## src/rtl/sertx_pkg.sv

```systemverilog
package sertx_pkg;

  // Latched frame-format control word
  typedef struct packed {
    logic [1:0] len;       // data length code, length = minimum + code
    logic       stop_sel;  // 0: one stop bit, 1: longer stop period
    logic       par_off;   // 1: no parity bit
    logic       par_even;  // 1: even parity, 0: odd parity
  } sertx_cfg_t;

  localparam sertx_cfg_t CFG_RESET = '{len: 2'b11, stop_sel: 1'b0,
                                       par_off: 1'b1, par_even: 1'b0};

  typedef enum logic [1:0] {
    SH_IDLE = 2'd0,
    SH_BITS = 2'd1,
    SH_STOP = 2'd2
  } sertx_state_t;

endpackage

```

## src/rtl/sertx_cfg.sv

```systemverilog
module sertx_cfg
  import sertx_pkg::*;
(
  input  logic       clk,
  input  logic       rst,
  input  logic       we,
  input  sertx_cfg_t cfg_in,
  output sertx_cfg_t cfg_q
);
  always_ff @(posedge clk) begin
    if (rst)     cfg_q <= CFG_RESET;
    else if (we) cfg_q <= cfg_in;
  end
endmodule

```

## src/rtl/sertx_hold.sv

```systemverilog
module sertx_hold #(
  parameter int DATA_W = 8
) (
  input  logic              clk,
  input  logic              rst,
  input  logic              ld,
  input  logic [DATA_W-1:0] din,
  input  logic              take,
  output logic              empty,
  output logic [DATA_W-1:0] data
);
  always_ff @(posedge clk) begin
    if (rst) begin
      empty <= 1'b1;
      data  <= '0;
    end else begin
      if (ld) begin
        data  <= din;
        empty <= 1'b0;
      end else if (take) begin
        empty <= 1'b1;
      end
    end
  end
endmodule

```

## src/rtl/sertx_fmt.sv

```systemverilog
module sertx_fmt
  import sertx_pkg::*;
#(
  parameter int DATA_W = 8,
  parameter int OVS    = 16,
  localparam int FW    = DATA_W + 2,
  localparam int CNTW  = $clog2(DATA_W + 3),
  localparam int STW   = $clog2(2 * OVS + 1),
  localparam int MIN_W = DATA_W - 3
) (
  input  sertx_cfg_t        cfg,
  input  logic [DATA_W-1:0] data,
  output logic [FW-1:0]     frame,
  output logic [CNTW-1:0]   nbits,
  output logic [STW-1:0]    stop_ticks
);
  int   n;
  logic ones;
  logic par;

  always_comb begin
    n    = MIN_W + int'(cfg.len);
    ones = 1'b0;
    for (int i = 0; i < DATA_W; i++) begin
      if (i < n) ones = ones ^ data[i];
    end
    par = cfg.par_even ? ones : ~ones;

    frame    = '1;
    frame[0] = 1'b0;
    for (int i = 0; i < DATA_W; i++) begin
      if (i < n)                       frame[i+1] = data[i];
      else if (i == n && !cfg.par_off) frame[i+1] = par;
    end
    if (n == DATA_W && !cfg.par_off) frame[FW-1] = par;

    nbits = CNTW'(1 + n + (cfg.par_off ? 0 : 1));

    if (!cfg.stop_sel)       stop_ticks = STW'(OVS);
    else if (cfg.len == '0)  stop_ticks = STW'(OVS + OVS / 2);
    else                     stop_ticks = STW'(2 * OVS);
  end
endmodule

```

## src/rtl/sertx_shift.sv

```systemverilog
module sertx_shift
  import sertx_pkg::*;
#(
  parameter int DATA_W = 8,
  parameter int OVS    = 16,
  localparam int FW    = DATA_W + 2,
  localparam int CNTW  = $clog2(DATA_W + 3),
  localparam int STW   = $clog2(2 * OVS + 1),
  localparam int SUBW  = $clog2(OVS)
) (
  input  logic            clk,
  input  logic            rst,
  input  logic            tick,
  input  logic            start,
  input  logic [FW-1:0]   frame,
  input  logic [CNTW-1:0] nbits,
  input  logic [STW-1:0]  stop_ticks,
  output logic            busy,
  output logic            txd
);
  sertx_state_t    st;
  logic [FW-1:0]   sh;
  logic [SUBW-1:0] sub;
  logic [CNTW-1:0] left;
  logic [STW-1:0]  stc;

  always_ff @(posedge clk) begin
    if (rst) begin
      st   <= SH_IDLE;
      txd  <= 1'b1;
      sh   <= '1;
      sub  <= '0;
      left <= '0;
      stc  <= '0;
    end else begin
      case (st)
        SH_IDLE: begin
          if (start) begin
            st   <= SH_BITS;
            txd  <= frame[0];
            sh   <= {1'b1, frame[FW-1:1]};
            left <= nbits - CNTW'(1);
            sub  <= '0;
            stc  <= stop_ticks - STW'(1);
          end
        end
        SH_BITS: begin
          if (tick) begin
            if (sub == SUBW'(OVS - 1)) begin
              sub <= '0;
              if (left == '0) begin
                st  <= SH_STOP;
                txd <= 1'b1;
              end else begin
                left <= left - CNTW'(1);
                txd  <= sh[0];
                sh   <= {1'b1, sh[FW-1:1]};
              end
            end else begin
              sub <= sub + SUBW'(1);
            end
          end
        end
        SH_STOP: begin
          if (tick) begin
            if (stc == '0) st <= SH_IDLE;
            else           stc <= stc - STW'(1);
          end
        end
        default: st <= SH_IDLE;
      endcase
    end
  end

  assign busy = (st != SH_IDLE);
endmodule

```

## src/rtl/sertx_top.sv

```systemverilog
module sertx_top
  import sertx_pkg::*;
#(
  parameter int DATA_W = 8,
  parameter int OVS    = 16
) (
  input  logic              clk,
  input  logic              rst,
  input  logic              tick,
  input  logic              cfg_we,
  input  logic [1:0]        cfg_len,
  input  logic              cfg_stop_sel,
  input  logic              cfg_par_off,
  input  logic              cfg_par_even,
  input  logic              ld,
  input  logic [DATA_W-1:0] din,
  output logic              txd,
  output logic              hold_empty,
  output logic              tx_empty
);
  localparam int FW   = DATA_W + 2;
  localparam int CNTW = $clog2(DATA_W + 3);
  localparam int STW  = $clog2(2 * OVS + 1);

  sertx_cfg_t        cfg_in, cfg_q;
  logic [DATA_W-1:0] hold_data;
  logic [FW-1:0]     frame;
  logic [CNTW-1:0]   nbits;
  logic [STW-1:0]    stop_ticks;
  logic              busy;
  logic              take;

  assign cfg_in = '{len: cfg_len, stop_sel: cfg_stop_sel,
                    par_off: cfg_par_off, par_even: cfg_par_even};

  sertx_cfg u_cfg (
    .clk    (clk),
    .rst    (rst),
    .we     (cfg_we),
    .cfg_in (cfg_in),
    .cfg_q  (cfg_q)
  );

  assign take = ~busy & ~hold_empty;

  sertx_hold #(.DATA_W(DATA_W)) u_hold (
    .clk   (clk),
    .rst   (rst),
    .ld    (ld),
    .din   (din),
    .take  (take),
    .empty (hold_empty),
    .data  (hold_data)
  );

  sertx_fmt #(.DATA_W(DATA_W), .OVS(OVS)) u_fmt (
    .cfg        (cfg_q),
    .data       (hold_data),
    .frame      (frame),
    .nbits      (nbits),
    .stop_ticks (stop_ticks)
  );

  sertx_shift #(.DATA_W(DATA_W), .OVS(OVS)) u_shift (
    .clk        (clk),
    .rst        (rst),
    .tick       (tick),
    .start      (take),
    .frame      (frame),
    .nbits      (nbits),
    .stop_ticks (stop_ticks),
    .busy       (busy),
    .txd        (txd)
  );

  assign tx_empty = hold_empty & ~busy;
endmodule

```

## config.mk

```make
export PLATFORM = sky130hd
export DESIGN_NAME = sertx_top
export DESIGN_NICKNAME = d
export VERILOG_FILES = /design/src/rtl/sertx_pkg.sv /design/src/rtl/sertx_cfg.sv /design/src/rtl/sertx_hold.sv /design/src/rtl/sertx_fmt.sv /design/src/rtl/sertx_shift.sv /design/src/rtl/sertx_top.sv
export SDC_FILE = /design/constraint.sdc
export NUM_CORES = 1
export LEC_CHECK = 0
export BUFFER_PORTS_ARGS = -buffer_cell sky130_fd_sc_hd__buf_2
export CELL_PAD_IN_SITES_DETAIL_PLACEMENT = 0
export CELL_PAD_IN_SITES_GLOBAL_PLACEMENT = 2
export CORE_UTILIZATION = 35
export DETAILED_ROUTE_END_ITERATION = 10
export HOLD_SLACK_MARGIN = 0.06
export PLACE_DENSITY_LB_ADDON = 0.1
export RECOVER_POWER = 50
export SLEW_MARGIN = 30
export SYNTH_ARGS = -nofsm -noshare
export SYNTH_HDL_FRONTEND = slang
export SYNTH_SLANG_ARGS = --single-unit
```

## constraint.sdc

```tcl
create_clock -name clk -period 2.8 [get_ports clk]
set_clock_uncertainty 0.05 [all_clocks]
set_input_delay 0.42 -clock clk [delete_from_list [all_inputs] [get_ports clk]]
set_output_delay 0.42 -clock clk [all_outputs]
set_load 0.005 [all_outputs]
```

==> metrics.yaml, run 1 <==
outcome:
  outcome: "completed"
critical_path:
  crit_family: "XOR/XNOR gates"
  path_max_fanout: 7
  cp_data_arrival_time_ns: 2.23
  worstSetupPathType: "reg2reg"
  critPathLaunchType: "flip-flop"
  crit_buf_inv: 1
  cpMaxStageDelayCell: "xnor3_1"
  cp.required_ns: 2.91
  cp_slowest_stage_delay_ns: 0.39
  r2r_setup_slack_ns: 0.68
  crit_chain: "inv_1 -> ha_1 -> nand2b_1 -> xnor2_1 -> xnor3_1 -> o311ai_1 -> nand3_1"
  worstSetupEndpointType: "flip-flop"
die:
  num_rows: 28
  dieArea_um2: 6630
  ios: 21
  core_um2: 5990
  die_w_um: 81.5
  initial_core_util: 0.369
  chipHeight_um: 81.5
clock_network:
  ctsResizeCount: 0
  clkTransAtPathRegs_ns: 0.08
  cts_root_buffer: "clkbuf_8"
  cts_hold_buf: 0
  cts_tree: "built"
  clock_latency_ns: 0.30
  post_cts_buffers: 0
  cts_buffer_depth: 2
  cts_htree_levels: 2
  cts_buffers: 5
  clock-sinks: 40
synth:
  yosysTopAreaCellShare: 0.362
  async_flop_share: 0
  synthDistinctLibCells: 52
  synthFlopType: "dfxtp_1"
  synth_edf_count: 0
  yosysTopAreaCell: "dfxtp_1"
  ys_seq_area_frac: 0.362
  syn_area_um2: 2210
  yosysWarnings: 0
  synth_cells: 269
  syn_nets: 298
  synthTopCellsByArea: "dfxtp_1, nor2_1, mux2i_1, ha_1, nand2_1"
  synth.avg_cell_area_um2: 8.21
  ys_ff_latch: 40
finish:
  syn_to_final_growth_pct: 10.9
  drive_above_1_share: 0.115
  fillers: 655
  final_nets: 315
  final_common_cell: "dfxtp_1"
  antenna_cells: 0
  multi_input_area_um2: 1290
  most-common-layout-cells: "dfxtp_1, nor2_1, nand2_1"
  seq_area_um2: 801
  final_area_um2: 2450
sta:
  worstMarginPinSlew_ns: 1.33
  relSlewSlack: 0.114
  max_clock_freq_mhz: 471
  slew_violations: 0
  tns_ns: 0
  period_share: 0.758
  layout_setup_ws_ns: 0.678
  min_period_ns: 2.12
  setup_viol: 0
  hold_viol: 0
  rsz0062_at_grt: "false"
routing:
  drcViolationCount: 0
  drt-vias-per-instance: 5.13
  post_drt_wl_per_cell_um: 14.1
  drtIter0Drc: 73
  ant_nets: 0
  wirelength_um: 5110
  vias: 1858
  drt_first_pass_iters: 4
global_routing:
  grt_pass1_wl_um: 9030
  grt_pass1_vias: 1849
  antenna_found_initial: 0
  gr-total-overflow: 0
  grt_max_degree: 29
  grt.total_usage: 0.180
place:
  gp_congestion: 0.751
  dp_slack_ns: 0.694
  dp_hpwl_um: 3600
  port_buffers: 20
  place_area_um2: 2370
run:
  drv_cap: 0
power_and_ir_drop:
  clkPwrFrac: 0.353
  intPower_uw: 975
  p_sw_uw: 383
  p_seq_frac: 0.470
  p_sw_frac: 0.282
  power_uw: 1360
  comb_power_share: 0.177
  irDropWorstVdd_uv: 181
  p_leak_uw: 0.00102
  pwr_density_cell_nw_per_um2: 554
worst_hold_path:
  hp-class: "in2reg"
worst min-delay path, stage by stage:
cell and delay [ns]:
buf_2 0.07, mux2i_1 0.05, nor2_1 0.07
cell type report:
class / instances / area share
repair buffers: 25 / 0.0506
multi-input cells: 204 / 0.525
clock inverters: 2 / 0.0143
well taps: 75 / 0.0383
flip-flops and latches: 40 / 0.327
clock buffers: 6 / 0.0296
inverters: 10 / 0.0153
cell families (layout without fill, tap and decap cells):
| logic type | Yosys count | in the layout | share of synthesized area |
|---|---|---|---|
| AO/OA/AOI/OAI | 64 | 64 | 0.189 |
| XOR/XNOR | 6 | 6 | 0.0300 |
| adder cells (fa/ha/maj) | 11 | 11 | 0.0657 |
| buffers and inverters | 25 | 43 | 0.0487 |
| flip-flops | 40 | 40 | 0.362 |
| multiplexers | 13 | 13 | 0.0589 |
| AND/OR/NAND/NOR | 110 | 110 | 0.245 |
through the flow:
step | hold slack (ns) | std cells | utilization
global placement | 0.399 | 354 | 0.396
floorplan | 0.399 | 269 | -
detailed placement | 0.408 | 354 | 0.396
finish | 0.300 | 362 | 0.409
CTS | 0.295 | 362 | 0.414
global route | 0.298 | 362 | 0.409
synth_stat cells (2+ instances only):
master / n
a31oi_1: 5
nor2_1: 36
dfxtp_1: 40
nand2_1: 29
mux2i_1: 13
a21o_1: 3
o21ai_0: 11
nor3_1: 6
a22oi_1: 2
and3_1: 7
clkbuf_1: 8
inv_1: 10
nand3_1: 8
nand2b_1: 5
a21oi_1: 13
o211ai_1: 6
o21ai_1: 11
o2bb2ai_1: 2
xnor2_1: 5
nor3b_1: 2
buf_2: 5
nor2b_1: 3
ha_1: 10
registers in the layout, summed over array words and instances (netlist names):
name          cells
u_cfg.cfg_q       5
u_shift.sub       4
u_shift.stc       6
u_shift.txd       1
u_shift.left      4
u_hold.empty      1
u_hold.data       8
u_shift.sh        9
u_shift.st        2
per-layer routing:
metal | GRT usage | vias up | share of wire
met5 | 0 | - | 0
met4 | 0.0500 | 0 | 0.011
met3 | 0.0367 | 4 | 0.025
met2 | 0.298 | 23 | 0.46
met1 | 0.236 | 862 | 0.50
li1 | - | 969 | -
power by group through the flow:
stage	sequential (uW)	clock, uW	combinational, uW
2_1_floorplan	640	0	197
3_3_place_gp	653	0	255
3_5_place_dp	653	0	253
4_1_cts	639	495	254
5_1_grt	644	518	278
6_report	638	480	240
worst paths after layout:
check,from,cells past startpoint,endpoint
setup / recovery,u_cfg.cfg_q[3]$_SDFFE_PP1P_,7,u_shift.sh[6]$_SDFFE_PP1P_
hold / removal,din[3],3,u_hold.data[3]$_SDFFE_PP0P_
setup reg to reg,u_cfg.cfg_q[3]$_SDFFE_PP1P_,7,u_shift.sh[6]$_SDFFE_PP1P_
hold reg to reg,u_shift.stc[5]$_SDFFE_PP0P_,1,u_shift.stc[5]$_SDFFE_PP0P_
Note: power is estimated with default switching activity, not from simulation.
==> run 2: changes to the inputs <==
--- a/config.mk
+++ b/config.mk
@@ -8,7 +8,7 @@
 export BUFFER_PORTS_ARGS = -buffer_cell sky130_fd_sc_hd__buf_2
 export CELL_PAD_IN_SITES_DETAIL_PLACEMENT = 0
 export CELL_PAD_IN_SITES_GLOBAL_PLACEMENT = 2
-export CORE_UTILIZATION = 35
+export CORE_UTILIZATION = 32
 export DETAILED_ROUTE_END_ITERATION = 10
 export HOLD_SLACK_MARGIN = 0.06
 export PLACE_DENSITY_LB_ADDON = 0.1
==> constraint.sdc (replaced) <==
create_clock -name clk -period 1.8 [get_ports clk]
set_clock_uncertainty 0.05 [all_clocks]
set_input_delay 0.27 -clock clk [delete_from_list [all_inputs] [get_ports clk]]
set_output_delay 0.27 -clock clk [all_outputs]
set_load 0.005 [all_outputs]
==> run 2 against run 1 <==
Compared with the run above:
- the run now ends with negative setup slack left
- largest cell class unchanged
- via count up 9.5%
- critical endpoint unchanged
- maximum frequency up 14%
- sequential power up 55%
==> metrics.yaml, run 2 (same netlist as run 1, synthesis figures left out) <==
power_and_ir_drop:
  comb_power_share: 0.248  # +0.071
  p_seq_frac: 0.450  # -0.020
  clkPwrFrac: 0.302  # -0.051
  p_sw_frac: 0.303  # +0.0207
  irDropWorstVdd_uv: 274  # +52%
  p_sw_uw: 667  # +74%
  p_leak_uw: 0.00123  # +21%
  intPower_uw: 1540  # +58%
  pwr_density_cell_nw_per_um2: 763  # +38%
clock_network:
  cts_root_buffer: "clkbuf_8"
  clock_latency_ns: 0.30  # about the same
  clkTransAtPathRegs_ns: 0.09  # about the same
  clock-sinks: 40  # unchanged
  cts_tree: "built"
  cts_hold_buf: 0  # unchanged
  cts_buffers: 5  # unchanged
  cts_buffer_depth: 2  # unchanged
  cts_htree_levels: 2  # unchanged
global_routing:
  grt_pass1_vias: 1901  # +2.8%
  grt.total_usage: 0.170  # -0.0105
  grt_max_degree: 26  # -10%
  gr-total-overflow: 0  # unchanged
  antenna_found_initial: 0  # unchanged
  grt_pass1_wl_um: 9540  # +5.7%
sta:
  setup_viol: 3  # +3
  relSlewSlack: 0.753  # +0.638
  min_period_ns: 1.86  # -0.266 ns
  tns_ns: -0.154  # -0.154 ns
  rsz0062_at_grt: "true"
  period_share: 1.03  # +0.273
  layout_setup_ws_ns: -0.0555  # -0.734 ns
  slew_violations: 0  # unchanged
  max_clock_freq_mhz: 539  # +14%
  worstMarginPinSlew_ns: 0.371  # -0.958 ns
  hold_viol: 0  # unchanged
die:
  die_w_um: 85.1  # +4.5%
  dieArea_um2: 7240  # +9.1%
  ios: 21  # unchanged
  core_um2: 6490  # +8.4%
  chipHeight_um: 85.1  # +4.5%
  num_rows: 29  # +3.6%
  initial_core_util: 0.340  # -0.0286
finish:
  multi_input_area_um2: 1380  # +7.1%
  finalNonFillerCells: 400  # +10%
  final_nets: 351  # +11%
  regMostFlops: "u_shift.sh"
  fillers: 669  # +2.1%
  reg_top3: "u_shift.sh: 9 flops, u_hold.data: 8 flops, u_shift.stc: 6 flops"
  antenna_cells: 0  # unchanged
  drive_above_1_share: 0.291  # +0.176
  final_area_um2: 2890  # +18%
  seq_area_um2: 808  # +0.94%
  largest_reg_flops: 9  # unchanged
  syn_to_final_growth_pct: 30.7
  most-common-layout-cells: "nor2_1, dfxtp_1, buf_4"
critical_path:
  worstSetupPathType: "reg2reg"
  cp.required_ns: 1.92  # -0.99 ns
  path_max_fanout: 2  # -5
  worstSetupEndpointType: "flip-flop"
  cp_data_arrival_time_ns: 1.98  # -0.25 ns
  critPathLaunchType: "flip-flop"
run:
  drv_cap: 0  # unchanged
routing:
  vias: 2035  # +9.5%
  drtIter0Drc: 86  # +18%
  post_drt_wl_per_cell_um: 14.5  # +2.8%
  drt-vias-per-instance: 5.09  # -0.88%
  ant_nets: 0  # unchanged
  drt_first_pass_iters: 4  # unchanged
  drcViolationCount: 0  # unchanged
  wirelength_um: 5810  # +14%
place:
  place_inst: 375  # +5.9%
  gp_congestion: 0.761  # +1.4%
  port_buffers: 20  # unchanged
  place_area_um2: 2530  # +6.8%
  dp_hpwl_um: 3910  # +8.5%
outcome:
  violations: "negative setup slack"
  outcome: "finished with violations"
worst_hold_path:
  hp-class: "in2reg"
-- run 2: power by group through the flow --
stage | clock (uW) | sequential (uW) | combinational [uW]
after floorplan | 0 | 996 | 308
after CTS | 691 | 991 | 483
after global routing | 734 | 1000 | 601
final | 665 | 992 | 548
after detailed placement | 0 | 1010 | 439
after global placement | 0 | 1010 | 442
-- run 2: worst paths after layout --
| path | start | to | slack [ns] | cells after the start |
|---|---|---|---|---|
| worst max-delay path | u_cfg.cfg_q[3]$_SDFFE_PP1P_ | u_shift.sh[6]$_SDFFE_PP1P_ | -0.06 | 7 |
| worst min-delay path | cfg_len[0] | u_cfg.cfg_q[3]$_SDFFE_PP1P_ | 0.13 | 3 |
| worst max register to register | u_cfg.cfg_q[3]$_SDFFE_PP1P_ | u_shift.sh[6]$_SDFFE_PP1P_ | -0.06 | 7 |
| worst min register to register | u_shift.txd$_SDFFE_PP1P_ | u_shift.txd$_SDFFE_PP1P_ | 0.41 | 2 |
-- run 2: layout make-up --
class,instances,area share
clock inverter,2,0.00520
clock buffer,6,0.0286
timing repair buffer,61,0.162
sequential,40,0.280
multi-input combinational,204,0.477
tap,77,0.0333
inverter,10,0.0139
-- run 2: layer usage --
layer,part of all wire,wire [um],global-route usage
met5,0,0,0
met2,0.48,2790,0.293
met1,0.47,2750,0.216
met3,0.035,202,0.0292
met4,0.013,74,0.0508
-- run 2: critical path, stage by stage, from the launching register on --
cell      delay, ns
dfxtp_4        0.37
inv_4          0.04
ha_4           0.14
nand2b_4       0.14
xnor2_2        0.13
xnor3_2        0.45
o311ai_1       0.28
nand3_1        0.11
-- run 2: per-stage QoR --
| stage | total power [uW] | worst slack, ns | utilization | hold slack (ns) |
|---|---|---|---|---|
| 2_1_floorplan | 1300 | 0.00239 | - | 0.350 |
| 3_3_place_gp | 1450 | -0.0412 | 0.390 | 0.396 |
| 3_5_place_dp | 1450 | -0.0753 | 0.390 | 0.401 |
| 4_1_cts | 2160 | -0.0566 | 0.425 | 0.122 |
| 5_1_grt | 2340 | -0.149 | 0.445 | 0.141 |
| 6_report | 2210 | -0.0555 | 0.445 | 0.128 |
-- run 2: repair_timing --
item | 4_1_cts | 5_1_grt
pin swaps | 7 | 6
gates resized for setup | 12 | 12
hold endpoints to repair | 0 | 0
endpoints found under the setup margin | 4 | 8
cloned | 1 | 1
setup buffers | 6 | 9
